[src/rtl/mbx_pkg.sv]
package mbx_pkg;
  parameter int BYTE_W = 8;
  typedef logic [BYTE_W-1:0] byte_t;

  localparam byte_t CODE_NORMAL = 8'h01;
  localparam byte_t CODE_EOC    = 8'h03;
  localparam byte_t CODE_CANCEL = 8'h22;

  localparam int ST_OBF = 0;
  localparam int ST_IBF = 1;
  localparam int ST_F0  = 2;
  localparam int ST_A2  = 3;
  localparam int ST_RDY = 4;
  localparam int ST_IBR = 5;

  typedef enum logic [1:0] {
    RS_IDLE  = 2'd0,
    RS_BODY  = 2'd1,
    RS_TRAIL = 2'd2,
    RS_END   = 2'd3
  } rsp_st_e;
endpackage

[src/rtl/mbx_ctrl.sv]
module mbx_ctrl
  import mbx_pkg::*;
(
  input  logic  clk,
  input  logic  rst_n,
  input  logic  host_wr,
  input  logic  host_rd,
  input  logic  host_addr,
  input  byte_t host_wdata,
  input  logic  ibf,
  input  logic  obf,
  input  logic  eoc_seen,
  input  logic  cmd_done,
  input  logic  rsp_done,
  output logic  cancel,
  output logic  eoc_ok,
  output logic  dat_wr_ok,
  output logic  dat_rd_ok,
  output logic  rdy,
  output logic  ibr,
  output logic  a2,
  output logic  err
);
  logic cmd_wr, dat_wr, dat_rd, norm_ok, bad;
  logic rdy_d, ibr_d, a2_d, err_d;
  logic rdy_q, ibr_q, a2_q, err_q;

  // access decode
  always_comb begin
    cmd_wr    = host_wr & host_addr;
    dat_wr    = host_wr & ~host_addr;
    dat_rd    = host_rd & ~host_addr;
    cancel    = cmd_wr && (host_wdata == CODE_CANCEL);
    norm_ok   = cmd_wr && (host_wdata == CODE_NORMAL) && rdy_q;
    eoc_ok    = cmd_wr && (host_wdata == CODE_EOC) && ibr_q && !eoc_seen;
    dat_wr_ok = dat_wr && ibr_q && !ibf && !eoc_seen;
    dat_rd_ok = dat_rd && obf;
    bad       = (cmd_wr && !cancel && !norm_ok && !eoc_ok) ||
                (dat_wr && !dat_wr_ok) ||
                (dat_rd && !dat_rd_ok);
  end

  // next state
  always_comb begin
    rdy_d = rdy_q;
    ibr_d = ibr_q;
    a2_d  = a2_q;
    err_d = err_q;
    if (host_wr) a2_d = host_addr;
    if (cancel) begin
      rdy_d = 1'b1;
      ibr_d = 1'b0;
      err_d = 1'b0;
    end else begin
      if (rsp_done) rdy_d = 1'b1;
      if (cmd_done) ibr_d = 1'b0;
      if (norm_ok) begin
        rdy_d = 1'b0;
        ibr_d = 1'b1;
      end
      if (bad) err_d = 1'b1;
    end
  end

  always_ff @(posedge clk or negedge rst_n) begin
    if (!rst_n) begin
      rdy_q <= 1'b1;
      ibr_q <= 1'b0;
      a2_q  <= 1'b0;
      err_q <= 1'b0;
    end else begin
      rdy_q <= rdy_d;
      ibr_q <= ibr_d;
      a2_q  <= a2_d;
      err_q <= err_d;
    end
  end

  assign rdy = rdy_q;
  assign ibr = ibr_q;
  assign a2  = a2_q;
  assign err = err_q;
endmodule

[src/rtl/mbx_cmd_path.sv]
module mbx_cmd_path
  import mbx_pkg::*;
(
  input  logic  clk,
  input  logic  rst_n,
  input  logic  cancel,
  input  logic  wr_ok,
  input  logic  eoc_ok,
  input  byte_t wdata,
  input  logic  cmd_ready,
  output logic  cmd_valid,
  output byte_t cmd_data,
  output logic  cmd_last,
  output logic  ibf,
  output logic  eoc_seen,
  output logic  cmd_done
);
  logic  ibf_q, ibf_d, stg_vld_q, stg_vld_d, eoc_q, eoc_d;
  byte_t in_q, in_d, stg_q, stg_d;
  logic  pop, move;

  always_comb begin
    cmd_valid = stg_vld_q && (ibf_q || eoc_q) && !cancel;
    cmd_last  = eoc_q && !ibf_q;
    pop       = cmd_valid && cmd_ready;
    move      = ibf_q && (!stg_vld_q || pop);
    cmd_done  = !cancel && eoc_q &&
                ((pop && cmd_last) || (!stg_vld_q && !ibf_q));
  end

  always_comb begin
    ibf_d     = ibf_q;
    stg_vld_d = stg_vld_q;
    eoc_d     = eoc_q;
    in_d      = in_q;
    stg_d     = stg_q;
    if (cancel) begin
      ibf_d     = 1'b0;
      stg_vld_d = 1'b0;
      eoc_d     = 1'b0;
    end else begin
      if (move) begin
        stg_d     = in_q;
        stg_vld_d = 1'b1;
        ibf_d     = 1'b0;
      end else if (pop) begin
        stg_vld_d = 1'b0;
      end
      if (wr_ok) begin
        in_d  = wdata;
        ibf_d = 1'b1;
      end
      if (eoc_ok)   eoc_d = 1'b1;
      if (cmd_done) eoc_d = 1'b0;
    end
  end

  always_ff @(posedge clk or negedge rst_n) begin
    if (!rst_n) begin
      ibf_q     <= 1'b0;
      stg_vld_q <= 1'b0;
      eoc_q     <= 1'b0;
      in_q      <= '0;
      stg_q     <= '0;
    end else begin
      ibf_q     <= ibf_d;
      stg_vld_q <= stg_vld_d;
      eoc_q     <= eoc_d;
      in_q      <= in_d;
      stg_q     <= stg_d;
    end
  end

  assign cmd_data = stg_q;
  assign ibf      = ibf_q;
  assign eoc_seen = eoc_q;
endmodule

[src/rtl/mbx_rsp_path.sv]
module mbx_rsp_path
  import mbx_pkg::*;
(
  input  logic  clk,
  input  logic  rst_n,
  input  logic  cancel,
  input  logic  rd_ok,
  input  logic  rsp_valid,
  input  byte_t rsp_data,
  input  logic  rsp_last,
  output logic  rsp_ready,
  output byte_t out_byte,
  output logic  obf,
  output logic  f0,
  output logic  rsp_done
);
  rsp_st_e st_q, st_d;
  byte_t   out_q, out_d;
  logic    obf_q, obf_d, f0_q, f0_d;
  logic    take;

  always_comb begin
    rsp_ready = (st_q == RS_BODY) && !obf_q && !cancel;
    take      = rsp_ready && rsp_valid;
    rsp_done  = (st_q == RS_END) && rd_ok && !cancel;
  end

  always_comb begin
    st_d  = st_q;
    out_d = out_q;
    obf_d = obf_q;
    f0_d  = f0_q;
    if (cancel) begin
      st_d  = RS_IDLE;
      obf_d = 1'b0;
      f0_d  = 1'b0;
    end else begin
      if (rd_ok) begin
        obf_d = 1'b0;
        f0_d  = 1'b0;
      end
      unique case (st_q)
        RS_IDLE: if (rsp_valid && !obf_q) begin
          out_d = CODE_NORMAL;
          obf_d = 1'b1;
          f0_d  = 1'b1;
          st_d  = RS_BODY;
        end
        RS_BODY: if (take) begin
          out_d = rsp_data;
          obf_d = 1'b1;
          f0_d  = 1'b0;
          if (rsp_last) st_d = RS_TRAIL;
        end
        RS_TRAIL: if (!obf_q) begin
          out_d = CODE_EOC;
          obf_d = 1'b1;
          f0_d  = 1'b1;
          st_d  = RS_END;
        end
        RS_END: if (rsp_done) st_d = RS_IDLE;
        default: st_d = RS_IDLE;
      endcase
    end
  end

  always_ff @(posedge clk or negedge rst_n) begin
    if (!rst_n) begin
      st_q  <= RS_IDLE;
      out_q <= '0;
      obf_q <= 1'b0;
      f0_q  <= 1'b0;
    end else begin
      st_q  <= st_d;
      out_q <= out_d;
      obf_q <= obf_d;
      f0_q  <= f0_d;
    end
  end

  assign out_byte = out_q;
  assign obf      = obf_q;
  assign f0       = f0_q;
endmodule

[src/rtl/mbx_port.sv]
module mbx_port
  import mbx_pkg::*;
(
  input  logic              clk,
  input  logic              rst_n,
  input  logic              host_wr,
  input  logic              host_rd,
  input  logic              host_addr,
  input  logic [BYTE_W-1:0] host_wdata,
  output logic [BYTE_W-1:0] host_rdata,
  output logic              cmd_valid,
  input  logic              cmd_ready,
  output logic [BYTE_W-1:0] cmd_data,
  output logic              cmd_last,
  input  logic              rsp_valid,
  output logic              rsp_ready,
  input  logic [BYTE_W-1:0] rsp_data,
  input  logic              rsp_last,
  output logic              err_flag
);
  logic  cancel_now, eoc_ok, dat_wr_ok, dat_rd_ok;
  logic  rdy, ibr, a2, ibf, obf, f0, eoc_seen, cmd_done, rsp_done;
  byte_t out_byte, stat_byte;

  mbx_ctrl u_ctrl (
    .clk(clk), .rst_n(rst_n), .host_wr(host_wr), .host_rd(host_rd),
    .host_addr(host_addr), .host_wdata(host_wdata), .ibf(ibf), .obf(obf),
    .eoc_seen(eoc_seen), .cmd_done(cmd_done), .rsp_done(rsp_done),
    .cancel(cancel_now), .eoc_ok(eoc_ok), .dat_wr_ok(dat_wr_ok),
    .dat_rd_ok(dat_rd_ok), .rdy(rdy), .ibr(ibr), .a2(a2), .err(err_flag)
  );

  mbx_cmd_path u_cmd (
    .clk(clk), .rst_n(rst_n), .cancel(cancel_now), .wr_ok(dat_wr_ok),
    .eoc_ok(eoc_ok), .wdata(host_wdata), .cmd_ready(cmd_ready),
    .cmd_valid(cmd_valid), .cmd_data(cmd_data), .cmd_last(cmd_last),
    .ibf(ibf), .eoc_seen(eoc_seen), .cmd_done(cmd_done)
  );

  mbx_rsp_path u_rsp (
    .clk(clk), .rst_n(rst_n), .cancel(cancel_now), .rd_ok(dat_rd_ok),
    .rsp_valid(rsp_valid), .rsp_data(rsp_data), .rsp_last(rsp_last),
    .rsp_ready(rsp_ready), .out_byte(out_byte), .obf(obf), .f0(f0),
    .rsp_done(rsp_done)
  );

  always_comb begin
    stat_byte         = '0;
    stat_byte[ST_OBF] = obf;
    stat_byte[ST_IBF] = ibf;
    stat_byte[ST_F0]  = f0;
    stat_byte[ST_A2]  = a2;
    stat_byte[ST_RDY] = rdy;
    stat_byte[ST_IBR] = ibr;
    host_rdata        = host_addr ? stat_byte : out_byte;
  end
endmodule

[config.mk]
export PLATFORM = sky130hd
export DESIGN_NAME = mbx_port
export DESIGN_NICKNAME = d
export VERILOG_FILES = /design/src/rtl/mbx_pkg.sv /design/src/rtl/mbx_ctrl.sv /design/src/rtl/mbx_cmd_path.sv /design/src/rtl/mbx_rsp_path.sv /design/src/rtl/mbx_port.sv
export SDC_FILE = /design/constraint.sdc
export NUM_CORES = 1
export LEC_CHECK = 0
export CORE_UTILIZATION = 27
export CTS_CLUSTER_SIZE = 10
export DETAILED_ROUTE_END_ITERATION = 16
export GPL_TIMING_DRIVEN = 0
export PLACE_DENSITY_LB_ADDON = 0.08
export SLEW_MARGIN = 20
export SYNTH_ARGS = -nofsm -noshare
export SYNTH_HDL_FRONTEND = slang
export SYNTH_SLANG_ARGS = --single-unit
[constraint.sdc]
create_clock -name clk -period 8.2 [get_ports clk]
set_clock_uncertainty 0.1 [all_clocks]
set_input_delay 2.46 -clock clk [delete_from_list [all_inputs] [get_ports clk]]
set_output_delay 2.46 -clock clk [all_outputs]
set_load 0.01 [all_outputs]
### Word-level counts from Yosys, hierarchy flattened

Index checks and enable logic that the tools add are counted.

* flip-flop bits (word level): 35
* latch bits: 0
* bits in writable memories: 0
* ROM bits: 0
* bits of input ports: 24
* output and inout bits: 20
* word-level logic and storage cells: 129
* memories: 0

* add/subtract/negate cells: 0
* multipliers: 0
* divide/modulo/power cells: 0
* magnitude comparators: 0
* equality and inequality tests: 14
* shift operators: 0
* muxes and demuxes: 41
* bitwise gates (word level): 5
* reductions and logical operators: 56

Operator list (count)
* two-way mux 8 bit: 4
* logical AND 1 bit: 30
* two-way mux 1 bit: 27
* one-hot mux 8 bit (3 select lines): 1
* nonzero test 3 bit: 6
* two-way mux 2 bit: 6
* AND reduction 5 bit: 2
* zero test 1 bit: 9
* != test 3 x 2 -> 1 bit (second input constant): 3
* equality test 8 x 1 -> 1 bit (second input constant): 1
* equality test 8 x 2 -> 1 bit (second input constant): 1
* equality test 8 x 6 -> 1 bit (second input constant): 1
* one-hot mux 2 bit (4 select lines): 1
* != test 3 x 1 -> 1 bit (second input constant): 2
* one-hot mux 1 bit (3 select lines): 2
* logical OR 1 bit: 5
* equality test 2 bit (second input constant): 2
* != test 2 x 1 -> 1 bit (second input constant): 2
* AND reduction 2 bit: 2
* bitwise AND 1 bit: 3
* equality test 2 x 1 -> 1 bit (second input constant): 1
* zero test 2 bit: 1
* != test 2 bit (second input constant): 1
* inverter 1 bit: 2
* nonzero test 2 bit: 1

### Depth between registers and ports, before layout

Gate-level depths: netlist of the first run.

* depth after elaboration: 11
* gate-level depth with buffers: 7
* gate-level depth less buffers: 6

### By module

From an unflattened synthesis of the first run, not the netlist that was laid out.

* cells, all modules: 156
* area total of the unflattened synthesis: 1884.3 um2

Modules (own cells, without submodules)
* mbx_cmd_path: times used 1, cells an instance 52, area each 765.7 um2, seq. area each 475.5 um2
* mbx_rsp_path: times used 1, cells an instance 62, area each 674.4 um2, seq. area each 300.3 um2
* mbx_ctrl: times used 1, cells an instance 33, area each 325.3 um2, seq. area each 101.3 um2
* mbx_port: times used 1, cells an instance 9, area each 118.9 um2, seq. area each 0.0 um2

### Least setup slack after synthesis of the first run

No wires, ideal clock.

* path kind: input to output
* start: input host_wdata[0]
* end: output cmd_valid
* arrival time: 3.639 ns
* required time: 5.640 ns
* path slack: 2.001 ns
* stages: 4
* path buffers: 1
* path through: or4b_4 nor4_4 buf_2 nor3b_1

* word-level cells in the longest chain between the ends: 4

RTL lines
* start, declared: RTL line mbx_port.sv:9 `input logic [BYTE_W-1:0] host_wdata,`
* equality test 8 x 6 -> 1 bit: RTL line mbx_ctrl.sv:33 `cancel = cmd_wr && (host_wdata == CODE_CANCEL);`
* logical AND 1 bit: RTL line mbx_ctrl.sv:33
* zero test 1 bit: RTL line mbx_cmd_path.sv:23 `cmd_valid = stg_vld_q && (ibf_q || eoc_q) && !cancel;`
* logical AND 1 bit: RTL line mbx_cmd_path.sv:23
* end, declared: RTL line mbx_port.sv:11 `output logic cmd_valid,`

No other way between the ends.

### Worst setup path after layout of the first run

* start: input host_wdata[1]
* end: output rsp_ready

* word-level cells in the longest chain between the ends: 4

RTL lines
* equality test 8 x 6 -> 1 bit: RTL line mbx_ctrl.sv:33
* logical AND 1 bit: RTL line mbx_ctrl.sv:33
* zero test 1 bit: RTL line mbx_rsp_path.sv:23 `rsp_ready = (st_q == RS_BODY) && !obf_q && !cancel;`
* logical AND 1 bit: RTL line mbx_rsp_path.sv:23
* end, declared: RTL line mbx_port.sv:16 `output logic rsp_ready,`

No other way between the ends.

==> results of run 1 <==
synth_stat cells:
| cell type | instances | area share |
|---|---|---|
| sky130_fd_sc_hd__dfrtp_1 | 34 | 0.48 |
| sky130_fd_sc_hd__nand2_1 | 17 | 0.036 |
| sky130_fd_sc_hd__mux2_2 | 16 | 0.10 |
| sky130_fd_sc_hd__inv_1 | 12 | 0.025 |
| sky130_fd_sc_hd__nor2_1 | 9 | 0.019 |
| sky130_fd_sc_hd__a21oi_1 | 8 | 0.023 |
| sky130_fd_sc_hd__o21ai_0 | 8 | 0.023 |
| sky130_fd_sc_hd__nor2b_1 | 7 | 0.025 |
| sky130_fd_sc_hd__mux2i_1 | 6 | 0.034 |
| sky130_fd_sc_hd__nor3_1 | 5 | 0.014 |
| sky130_fd_sc_hd__clkbuf_1 | 4 | 0.0085 |
| sky130_fd_sc_hd__ha_1 | 4 | 0.028 |
| sky130_fd_sc_hd__or3_1 | 4 | 0.014 |
| sky130_fd_sc_hd__mux2_1 | 3 | 0.019 |
| sky130_fd_sc_hd__nand3b_1 | 3 | 0.013 |
| sky130_fd_sc_hd__buf_6 | 2 | 0.013 |
| sky130_fd_sc_hd__nand2b_1 | 2 | 0.0071 |
| sky130_fd_sc_hd__nand3_1 | 2 | 0.0057 |
| sky130_fd_sc_hd__nor3b_1 | 2 | 0.0085 |
| sky130_fd_sc_hd__nor4_1 | 2 | 0.0071 |
| sky130_fd_sc_hd__a211oi_1 | 1 | 0.0042 |
| sky130_fd_sc_hd__a221oi_1 | 1 | 0.0050 |
| sky130_fd_sc_hd__a2bb2oi_1 | 1 | 0.0050 |
| sky130_fd_sc_hd__buf_2 | 1 | 0.0028 |
| sky130_fd_sc_hd__dfstp_2 | 1 | 0.015 |
| sky130_fd_sc_hd__nand4b_1 | 1 | 0.0050 |
| sky130_fd_sc_hd__nor4_4 | 1 | 0.012 |
| sky130_fd_sc_hd__nor4b_1 | 1 | 0.0050 |
| sky130_fd_sc_hd__o21bai_1 | 1 | 0.0042 |
| sky130_fd_sc_hd__o221ai_1 | 1 | 0.0050 |
| sky130_fd_sc_hd__o2bb2ai_1 | 1 | 0.0050 |
| sky130_fd_sc_hd__o31ai_1 | 1 | 0.0042 |
| sky130_fd_sc_hd__o32a_1 | 1 | 0.0057 |
| sky130_fd_sc_hd__o32ai_1 | 1 | 0.0050 |
| sky130_fd_sc_hd__or2_2 | 1 | 0.0035 |
| sky130_fd_sc_hd__or4b_4 | 1 | 0.0078 |
worst register-to-register path, cell delays in order, from the launching register on:
cell and delay, ns:
sky130_fd_sc_hd__dfrtp_1 0.40, sky130_fd_sc_hd__inv_1 0.08, sky130_fd_sc_hd__ha_1 0.28, sky130_fd_sc_hd__a211oi_1 0.38
sky130_fd_sc_hd__nor2_1 0.07, sky130_fd_sc_hd__or3_1 0.33, sky130_fd_sc_hd__buf_6 0.16, sky130_fd_sc_hd__mux2_1 0.31
flip-flops by register name (all words and copies together), names as in the netlist:
| signal | cells |
|---|---|
| u_ctrl.rdy | 1 |
| u_cmd.cmd_data | 8 |
| u_rsp.out_byte | 8 |
| u_ctrl.err | 1 |
| u_rsp.f0 | 1 |
| u_cmd.ibf | 1 |
| u_ctrl.a2 | 1 |
| u_cmd.eoc_seen | 1 |
| u_rsp.obf | 1 |
| u_rsp.st_q | 2 |
| u_cmd.in_q | 8 |
| u_ctrl.ibr | 1 |
| u_cmd.stg_vld_q | 1 |
kinds of logic after synthesis:
| logic type | synth area share |
|---|---|
| mux | 0.155 |
| fa+ha+maj | 0.0283 |
| buf+inv | 0.0495 |
| flops | 0.496 |
| compound gates | 0.0885 |
| simple gates | 0.183 |
power by group:
| group | leakage, nW | total (W) | internal [W] | switching, W |
|---|---|---|---|---|
| logic | 0.535 | 0.000253 | 0.000124 | 0.000129 |
| clock network | 0.0422 | 0.000121 | 0.0000596 | 0.0000612 |
| registers | 0.462 | 0.000223 | 0.000206 | 0.0000167 |
area by class of cell:
class                           instances  area share
Buffer                                  7      0.0179
Tap cell                               77      0.0405
Inverter                               12      0.0189
Clock buffer                            7      0.0321
Clock inverter                          1     0.00210
Multi-Input combinational cell        112       0.337
Sequential cell                        35       0.368
Timing Repair Buffer                   43       0.183
path summary, 6_finish.rpt:
| kind | from | to | slack, ns |
|---|---|---|---|
| worst max-delay path | host_wdata[1] | rsp_ready | 0.84 |
| worst min-delay path | u_cmd.in_q[5] | u_cmd.in_q[5] | 0.38 |
| worst max register to register | u_rsp.st_q[0] | u_rsp.out_byte[1] | 5.98 |
| worst min register to register | u_cmd.in_q[5] | u_cmd.in_q[5] | 0.38 |
| max in group asynchronous | rst_n | u_ctrl.rdy | 5.54 |
| min in group asynchronous | rst_n | u_rsp.out_byte[6] | 1.96 |
layer usage:
metal  track usage  vias to the layer above  wire (um)
met5             0                        -          0
met4        0.0517                        0         59
met3        0.0318                        5        197
met2         0.189                       41       1880
met1         0.177                      682       2050
li1              -                      683          -
per-stage QoR:
stage | utilization | instance area, um2 | hold WS, ns
final | 0.375 | 2380 | 0.380
after global routing | 0.375 | 2380 | 0.416
after CTS | 0.375 | 2380 | 0.391
after detailed placement | 0.362 | 2300 | 0.371
after global placement | 0.360 | 2280 | 0.365
after floorplan | - | 1770 | 0.346
==> tab_implementation.tex, run 1 <==
\begin{tabular}{lr}
\hline
Metric & Value \\
\hline
\multicolumn{2}{l}{\textbf{Run status}} \\
Status & complete, no violations \\
\multicolumn{2}{l}{\textbf{GRT}} \\
Initial antenna violation count & 0 \\
Wire length of the first global-routing pass & 6940 um \\
Via count of the first global-routing pass & 1428 \\
Global-route congestion overflow total & 0 \\
Pin count of the biggest net entering global routing & 26 \\
Total GRT Usage & 0.127 \\
\multicolumn{2}{l}{\textbf{Power and ir drop}} \\
Power Dens Cells & 251 nW/um2 \\
Sum of internal, switching and leakage power & 0.000596 W \\
IR drop worst, VDD & 88.3 uV \\
Static Leak & 1.04 nW \\
\multicolumn{2}{l}{\textbf{Finish}} \\
Final instance count without filler cells & 294 \\
Commonest non-fill, non-tap cell in the layout & sky130\_fd\_sc\_hd\_\_clkdlybuf4s50\_1 \\
Ratio of cells with drive above 1 in the final layout & 0.143 \\
Number of filler instances in the final layout & 633 \\
Top library cells by usage in the layout, fill and taps aside & 41 x sky130\_fd\_sc\_hd\_\_clkdlybuf4s50\_1, 34 x sky130\_fd\_sc\_hd\_\_dfrtp\_1, 17 x sky130\_fd\_sc\_hd\_\_nand2\_1 \\
Area of all sequential standard cells & 877 um2 \\
Final Net Count & 244 \\
Area taken by multi-input logic gates & 803 um2 \\
Relative area change from synthesis to final layout & 34.7\% \\
Count of inserted antenna diode cells & 0 \\
\multicolumn{2}{l}{\textbf{Route}} \\
DRT iter0 DRCs & 33 \\
Via count & 1411 \\
Final antenna-violating net count & 0 \\
First-pass DRT Iterations & 4 \\
Ratio of routed vias to standard cells & 4.80 \\
Final Routed Wirelength & 4190 um \\
Routed WL per cell & 14.3 um \\
Remaining design rule violation count & 0 \\
\multicolumn{2}{l}{\textbf{Setup path}} \\
Slowest cell on crit path & sky130\_fd\_sc\_hd\_\_clkdlybuf4s50\_1 \\
Critical-path maximum fanout & 10 \\
Peak per-stage delay on the critical path & 0.52 ns \\
Crit start category & input pin \\
CP Buf/Inv Count & 3 \\
Critical-path cell list & clkdlybuf4s50\_1 > or4b\_4 > nor4\_4 > buf\_2 > nor3b\_1 > clkdlybuf4s50\_1 \\
Critical Path Most Common Cell & sky130\_fd\_sc\_hd\_\_clkdlybuf4s50\_1 \\
Total stage count of the critical path & 6 \\
Endpoint required time on the critical path & 5.64 ns \\
Critical path class & in2out \\
Capturing element type of the critical path & output pin \\
Dominant delay contributor by cell family on the critical path & buffers and inverters \\
Worst R2R Path Depth & 7 \\
Worst path arrival time & 4.80 ns \\
\multicolumn{2}{l}{\textbf{Timing}} \\
Setup repair after global routing missed its margin & false \\
Sum Neg Setup Slack & 0 ns \\
Max Slew Vio Count & 0 \\
Measured slew at the worst slew-check pin & 0.530 ns \\
Count of endpoints failing setup in the final report & 0 \\
Final cycle utilization of the critical path & 0.898 \\
Final period demand of the worst path & 7.36 ns \\
Number of hold-slack violations in the final timing report & 0 \\
Timing-limited maximum frequency & 136 MHz \\
Least setup slack across all paths after layout & 0.840 ns \\
Slew HR & 0.646 \\
\multicolumn{2}{l}{\textbf{Die}} \\
Number of ports placed on the die boundary & 44 \\
Number of cell rows & 29 \\
Die Width & 82.9 um \\
Starting density of the core & 0.278 \\
Core outline area & 6350 um2 \\
Area enclosed by the die boundary & 6880 um2 \\
Floorplan die height & 82.9 um \\
\multicolumn{2}{l}{\textbf{Clock network}} \\
Clock tree from TritonCTS & built \\
Clock-pin slew on the worst setup and hold paths & 0.07 ns \\
Clock latency of the later-clocked register in the worst-skew pair & 0.28 ns \\
TritonCTS Sinks & 35 \\
CTS Buf Count & 5 \\
Maximum number of buffers from clock root to sink & 2 \\
Cts-stage hold buffer count & 0 \\
Post-cts repair resize count & 0 \\
Root Buffer Master & sky130\_fd\_sc\_hd\_\_clkbuf\_8 \\
Post-CTS setup buffers & 0 \\
Htree depth & 2 \\
\multicolumn{2}{l}{\textbf{Logic synthesis}} \\
Avg Synthesized Cell Area & 10.7 um2 \\
Syn Nets & 194 \\
FF+latch count, synth & 35 \\
Ys Warns & 0 \\
Syn Std Cell Area & 1770 um2 \\
Synth cell types & 36 \\
Post-synthesis cell count & 166 \\
Part of the Yosys area used for sequential elements & 0.496 \\
\multicolumn{2}{l}{\textbf{Placement}} \\
Post-place setup slack & 0.837 ns \\
Final RePlAce weighted congestion & 0.761 \\
Post-detailed-placement half-perimeter wirelength & 3110 um \\
Cells after DPL & 286 \\
Port Buf Inserts & 42 \\
\multicolumn{2}{l}{\textbf{Job}} \\
Max-cap viol count & 0 \\
\multicolumn{2}{l}{\textbf{Hold path}} \\
Hold path cells & 2 \\
Classification of the worst-slack hold path & reg2reg \\
\hline
\end{tabular}
(Power assumes the default switching activity.)
==> inputs of run 2 (changes only) <==
CORE_MARGIN = 8   (was default)
PLACE_DENSITY_LB_ADDON = 0.25   (was 0.08)
==> tab_implementation.tex, run 2 (synthesized netlist as in run 1, its figures left out) <==
\begin{tabular}{lr}
\hline
Metric & Value \\
\hline
\multicolumn{2}{l}{\textbf{Run status}} \\
Status & complete, no violations \\
\multicolumn{2}{l}{\textbf{Setup path}} \\
Peak per-stage delay on the critical path & 0.53 ns \\
End of the worst register-to-register path & u\_rsp.out\_byte[0] \\
Worst path arrival time & 4.76 ns \\
Critical-path cell list & clkdlybuf4s50\_1 > or4b\_4 > nor4\_4 > buf\_2 > nor3b\_1 > clkdlybuf4s50\_1 \\
Critical Path Most Common Cell & sky130\_fd\_sc\_hd\_\_clkdlybuf4s50\_1 \\
Crit start category & input pin \\
Capturing element type of the critical path & output pin \\
Critical-path maximum fanout & 10 \\
Internal reg-to-reg setup slack & 6.00 ns \\
Worst R2R Path Depth & 7 \\
Critical path class & in2out \\
Slowest cell on crit path & sky130\_fd\_sc\_hd\_\_clkdlybuf4s50\_1 \\
Worst setup endpoint & rsp\_ready \\
Worst setup path start & host\_wdata[1] \\
Startpoint of the worst-slack reg-to-reg timing path & u\_rsp.st\_q[0] \\
Endpoint required time on the critical path & 5.64 ns \\
\multicolumn{2}{l}{\textbf{Clock network}} \\
Clock tree from TritonCTS & built \\
Cts-stage hold buffer count & 0 \\
Clock latency of the later-clocked register in the worst-skew pair & 0.28 ns \\
Maximum number of buffers from clock root to sink & 2 \\
Post-cts repair resize count & 0 \\
Clock-pin slew on the worst setup and hold paths & 0.07 ns \\
CTS Buf Count & 5 \\
Post-CTS setup buffers & 0 \\
Htree depth & 2 \\
Root Buffer Master & sky130\_fd\_sc\_hd\_\_clkbuf\_8 \\
TritonCTS Sinks & 35 \\
\multicolumn{2}{l}{\textbf{Route}} \\
Ratio of routed vias to standard cells & 4.63 \\
Via count & 1362 \\
Remaining design rule violation count & 0 \\
Final antenna-violating net count & 0 \\
Routed WL per cell & 14.3 um \\
Final Routed Wirelength & 4200 um \\
DRT iter0 DRCs & 33 \\
First-pass DRT Iterations & 4 \\
\multicolumn{2}{l}{\textbf{Timing}} \\
Slew HR & 0.683 \\
Final period demand of the worst path & 7.32 ns \\
Measured slew at the worst slew-check pin & 0.475 ns \\
Timing-limited maximum frequency & 137 MHz \\
Setup repair after global routing missed its margin & false \\
Sum Neg Setup Slack & 0 ns \\
Max Slew Vio Count & 0 \\
Number of hold-slack violations in the final timing report & 0 \\
Final cycle utilization of the critical path & 0.892 \\
Count of endpoints failing setup in the final report & 0 \\
Worst-case hold slack & 0.383 ns \\
\multicolumn{2}{l}{\textbf{Die}} \\
Starting density of the core & 0.278 \\
Area enclosed by the die boundary & 9390 um2 \\
Core outline area & 6350 um2 \\
Number of cell rows & 29 \\
Floorplan die height & 96.9 um \\
Die Width & 96.9 um \\
Number of ports placed on the die boundary & 44 \\
\multicolumn{2}{l}{\textbf{Finish}} \\
Ratio of cells with drive above 1 in the final layout & 0.143 \\
Count of inserted antenna diode cells & 0 \\
Relative area change from synthesis to final layout & 35.1\% \\
Top library cells by usage in the layout, fill and taps aside & 41 x sky130\_fd\_sc\_hd\_\_clkdlybuf4s50\_1, 34 x sky130\_fd\_sc\_hd\_\_dfrtp\_1, 17 x sky130\_fd\_sc\_hd\_\_nand2\_1 \\
Commonest non-fill, non-tap cell in the layout & sky130\_fd\_sc\_hd\_\_clkdlybuf4s50\_1 \\
Final Net Count & 244 \\
Share of the core filled with cells in the final layout & 0.376 \\
\multicolumn{2}{l}{\textbf{Placement}} \\
Final RePlAce weighted congestion & 0.785 \\
Post-detailed-placement half-perimeter wirelength & 3270 um \\
Port Buf Inserts & 42 \\
\multicolumn{2}{l}{\textbf{Power and ir drop}} \\
Power share of the combinational group & 0.425 \\
IR drop worst, VDD & 104 uV \\
Switching Fraction & 0.339 \\
Static Leak & 1.04 nW \\
Switching power of the nets & 0.000200 W \\
Internal power of the cells & 0.000390 W \\
Portion of total power attributed to sequential cells & 0.376 \\
Power share of the clock group & 0.199 \\
Power Dens Cells & 247 nW/um2 \\
\multicolumn{2}{l}{\textbf{GRT}} \\
Global-route congestion overflow total & 0 \\
Wire length of the first global-routing pass & 7060 um \\
Via count of the first global-routing pass & 1455 \\
Pin count of the biggest net entering global routing & 19 \\
Total GRT Usage & 0.0915 \\
Initial antenna violation count & 0 \\
\multicolumn{2}{l}{\textbf{Job}} \\
Max-cap viol count & 0 \\
\multicolumn{2}{l}{\textbf{Hold path}} \\
Classification of the worst-slack hold path & reg2reg \\
\hline
\end{tabular}
## run 2: power groups by stage
stage / registers, W / logic (W) / clock network, W
finish: 0.000222 / 0.000251 / 0.000117
global route: 0.000225 / 0.000283 / 0.000129
CTS: 0.000221 / 0.000258 / 0.000123
detailed placement: 0.000225 / 0.000257 / 0
global placement: 0.000225 / 0.000252 / 0
floorplan: 0.000221 / 0.000175 / 0
## run 2: critical path: cells and delay by family
kind,cells,cell delay [ns]
buffers and inverters,3,1.33
and+or+nand+nor,3,0.97
## run 2: through the flow
stage / std cells / instance area (um2) / setup WS, ns / total power (W)
2_1_floorplan: 166 / 1770 / 2.00 / 0.000396
3_3_place_gp: 285 / 2280 / 0.845 / 0.000477
3_5_place_dp: 286 / 2310 / 0.829 / 0.000482
4_1_cts: 294 / 2390 / 0.821 / 0.000602
5_1_grt: 294 / 2390 / 0.761 / 0.000637
6_report: 294 / 2390 / 0.883 / 0.000590
## run 2: area by class of cell
type	count	area, um2
clock buffer	7	76.3
sequential	35	877
multi-input combinational	112	803
tap	77	96.3
inverter	12	45.0
fill	643	3960
timing repair buffer	43	443
buffer	7	42.5
clock inverter	1	5.00
## run 2: how the worst min path moves through the flow
stage                 startpoint                 to  depth (start not counted)
2_1_floorplan      u_cmd.in_q[5]      u_cmd.in_q[5]                          2
3_3_place_gp       u_cmd.in_q[5]      u_cmd.in_q[5]                          2
3_5_place_dp       u_cmd.in_q[5]      u_cmd.in_q[5]                          2
4_1_cts            u_cmd.in_q[5]      u_cmd.in_q[5]                          2
5_1_grt        u_rsp.out_byte[1]  u_rsp.out_byte[1]                          1
6_report           u_cmd.in_q[5]      u_cmd.in_q[5]                          2
## run 2: per-layer routing
| layer | track usage | routed length (um) | vias up |
|---|---|---|---|
| met1 | 0.106 | 1850 | 657 |
| met5 | 0 | 0 | - |
| met2 | 0.144 | 2060 | 23 |
| met4 | 0.0485 | 75 | 0 |
| li1 | - | - | 677 |
| met3 | 0.0327 | 212 | 5 |
==> inputs of run 3 (changes only) <==
CELL_PAD_IN_SITES_DETAIL_PLACEMENT = 1   (was default)
CELL_PAD_IN_SITES_GLOBAL_PLACEMENT = 2   (was default)
SETUP_SLACK_MARGIN = 0.3   (was default)
==> tab_implementation.tex, run 3 (synthesized netlist as in run 1, its figures left out) <==
\begin{tabular}{lr}
\hline
Metric & Value \\
\hline
\multicolumn{2}{l}{\textbf{Finish}} \\
Commonest non-fill, non-tap cell in the layout & sky130\_fd\_sc\_hd\_\_clkdlybuf4s50\_1 \\
Area taken by multi-input logic gates & 803 um2 \\
Final Net Count & 244 \\
Post-route cell area & 2390 um2 \\
Ratio of cells with drive above 1 in the final layout & 0.147 \\
Area of all sequential standard cells & 877 um2 \\
Share of the core filled with cells in the final layout & 0.377 \\
Count of inserted antenna diode cells & 0 \\
Relative area change from synthesis to final layout & 35.3\% \\
Number of filler instances in the final layout & 710 \\
Top library cells by usage in the layout, fill and taps aside & 41 x sky130\_fd\_sc\_hd\_\_clkdlybuf4s50\_1, 34 x sky130\_fd\_sc\_hd\_\_dfrtp\_1, 17 x sky130\_fd\_sc\_hd\_\_nand2\_1 \\
\multicolumn{2}{l}{\textbf{Clock network}} \\
Maximum number of buffers from clock root to sink & 2 \\
Post-CTS setup buffers & 0 \\
Root Buffer Master & sky130\_fd\_sc\_hd\_\_clkbuf\_8 \\
Clock-pin slew on the worst setup and hold paths & 0.07 ns \\
CTS Buf Count & 5 \\
TritonCTS Sinks & 35 \\
Post-cts repair resize count & 0 \\
Htree depth & 2 \\
Clock tree from TritonCTS & built \\
Cts-stage hold buffer count & 0 \\
Clock latency of the later-clocked register in the worst-skew pair & 0.29 ns \\
\multicolumn{2}{l}{\textbf{Job}} \\
Max-cap viol count & 0 \\
\multicolumn{2}{l}{\textbf{Die}} \\
Core outline area & 6350 um2 \\
Floorplan die height & 96.9 um \\
Number of cell rows & 29 \\
Number of ports placed on the die boundary & 44 \\
Area enclosed by the die boundary & 9390 um2 \\
Starting density of the core & 0.278 \\
Die Width & 96.9 um \\
\multicolumn{2}{l}{\textbf{Timing}} \\
Number of hold-slack violations in the final timing report & 0 \\
Sum Neg Setup Slack & 0 ns \\
Count of endpoints failing setup in the final report & 0 \\
Max Slew Vio Count & 0 \\
Setup repair after global routing missed its margin & false \\
Measured slew at the worst slew-check pin & 0.508 ns \\
Slew HR & 0.660 \\
Timing-limited maximum frequency & 137 MHz \\
Final period demand of the worst path & 7.32 ns \\
Final cycle utilization of the critical path & 0.893 \\
\multicolumn{2}{l}{\textbf{GRT}} \\
Pin count of the biggest net entering global routing & 21 \\
Wire length of the first global-routing pass & 8400 um \\
Total GRT Usage & 0.108 \\
Initial antenna violation count & 0 \\
Via count of the first global-routing pass & 1683 \\
Global-route congestion overflow total & 0 \\
\multicolumn{2}{l}{\textbf{Placement}} \\
Final RePlAce weighted congestion & 0.730 \\
Port Buf Inserts & 42 \\
Placed standard-cell area & 2310 um2 \\
Post-detailed-placement half-perimeter wirelength & 3810 um \\
\multicolumn{2}{l}{\textbf{Route}} \\
First-pass DRT Iterations & 3 \\
Via count & 1407 \\
Final antenna-violating net count & 0 \\
Ratio of routed vias to standard cells & 4.79 \\
Remaining design rule violation count & 0 \\
DRT iter0 DRCs & 28 \\
Routed WL per cell & 16.4 um \\
Final Routed Wirelength & 4820 um \\
\multicolumn{2}{l}{\textbf{Setup path}} \\
Crit start category & input pin \\
Capturing element type of the critical path & output pin \\
Critical path class & in2out \\
Endpoint required time on the critical path & 5.64 ns \\
Critical-path maximum fanout & 10 \\
Worst path arrival time & 4.76 ns \\
\multicolumn{2}{l}{\textbf{Power and ir drop}} \\
Static Leak & 1.04 nW \\
Power Dens Cells & 253 nW/um2 \\
IR drop worst, VDD & 78.0 uV \\
\multicolumn{2}{l}{\textbf{Run status}} \\
Status & complete, no violations \\
\multicolumn{2}{l}{\textbf{Hold path}} \\
Classification of the worst-slack hold path & reg2reg \\
\hline
\end{tabular}
run 3: cell type report:
class,instances,share of cell area
inverter,12,0.0188
buffer,7,0.0178
clock buffer,6,0.0303
multi-input combinational,112,0.336
timing repair buffer,43,0.185
tap,77,0.0403
sequential,35,0.367
clock inverter,2,0.00523
run 3: worst paths after layout:
path / startpoint / endpoint / slack, ns / depth (start not counted)
worst max-delay path: host_wdata[0] / cmd_valid / 0.88 / 6
worst max register to register: u_rsp.st_q[0] / u_rsp.out_byte[1] / 5.94 / 7
max in group asynchronous: rst_n / u_cmd.in_q[0] / 5.55 / 2
min in group asynchronous: rst_n / u_rsp.out_byte[6] / 2.00 / 1
worst min-delay path: u_cmd.in_q[5] / u_cmd.in_q[5] / 0.39 / 2
worst min register to register: u_cmd.in_q[5] / u_cmd.in_q[5] / 0.39 / 2
run 3: metal layers:
layer / up-vias / GRT usage / wire [um]
met5: - / 0 / 0
met4: 0 / 0.0320 / 55
met3: 6 / 0.0377 / 245
li1: 675 / - / -
met1: 699 / 0.124 / 2140
met2: 27 / 0.183 / 2380
run 3: through the flow:
step           hold WS, ns  instances  setup slack [ns]  power (W)
2_1_floorplan        0.346        166              2.00   0.000396
3_3_place_gp         0.364        285             0.853   0.000473
3_5_place_dp         0.376        286             0.845   0.000489
4_1_cts              0.394        294             0.831   0.000617
5_1_grt              0.423        294             0.759   0.000652
6_report             0.387        294             0.875   0.000606
run 3: power by group:
group | switching [W] | internal, W
registers | 0.0000168 | 0.000206
clock network | 0.0000641 | 0.0000594
logic | 0.000135 | 0.000125
total | 0.000216 | 0.000390
run 3: worst max-delay path: stages:
cell,delay (ns)
sky130_fd_sc_hd__clkdlybuf4s50_1,0.45
sky130_fd_sc_hd__or4b_4,0.57
sky130_fd_sc_hd__nor4_4,0.40
sky130_fd_sc_hd__buf_2,0.30
sky130_fd_sc_hd__nor3b_1,0.08
sky130_fd_sc_hd__clkdlybuf4s50_1,0.50
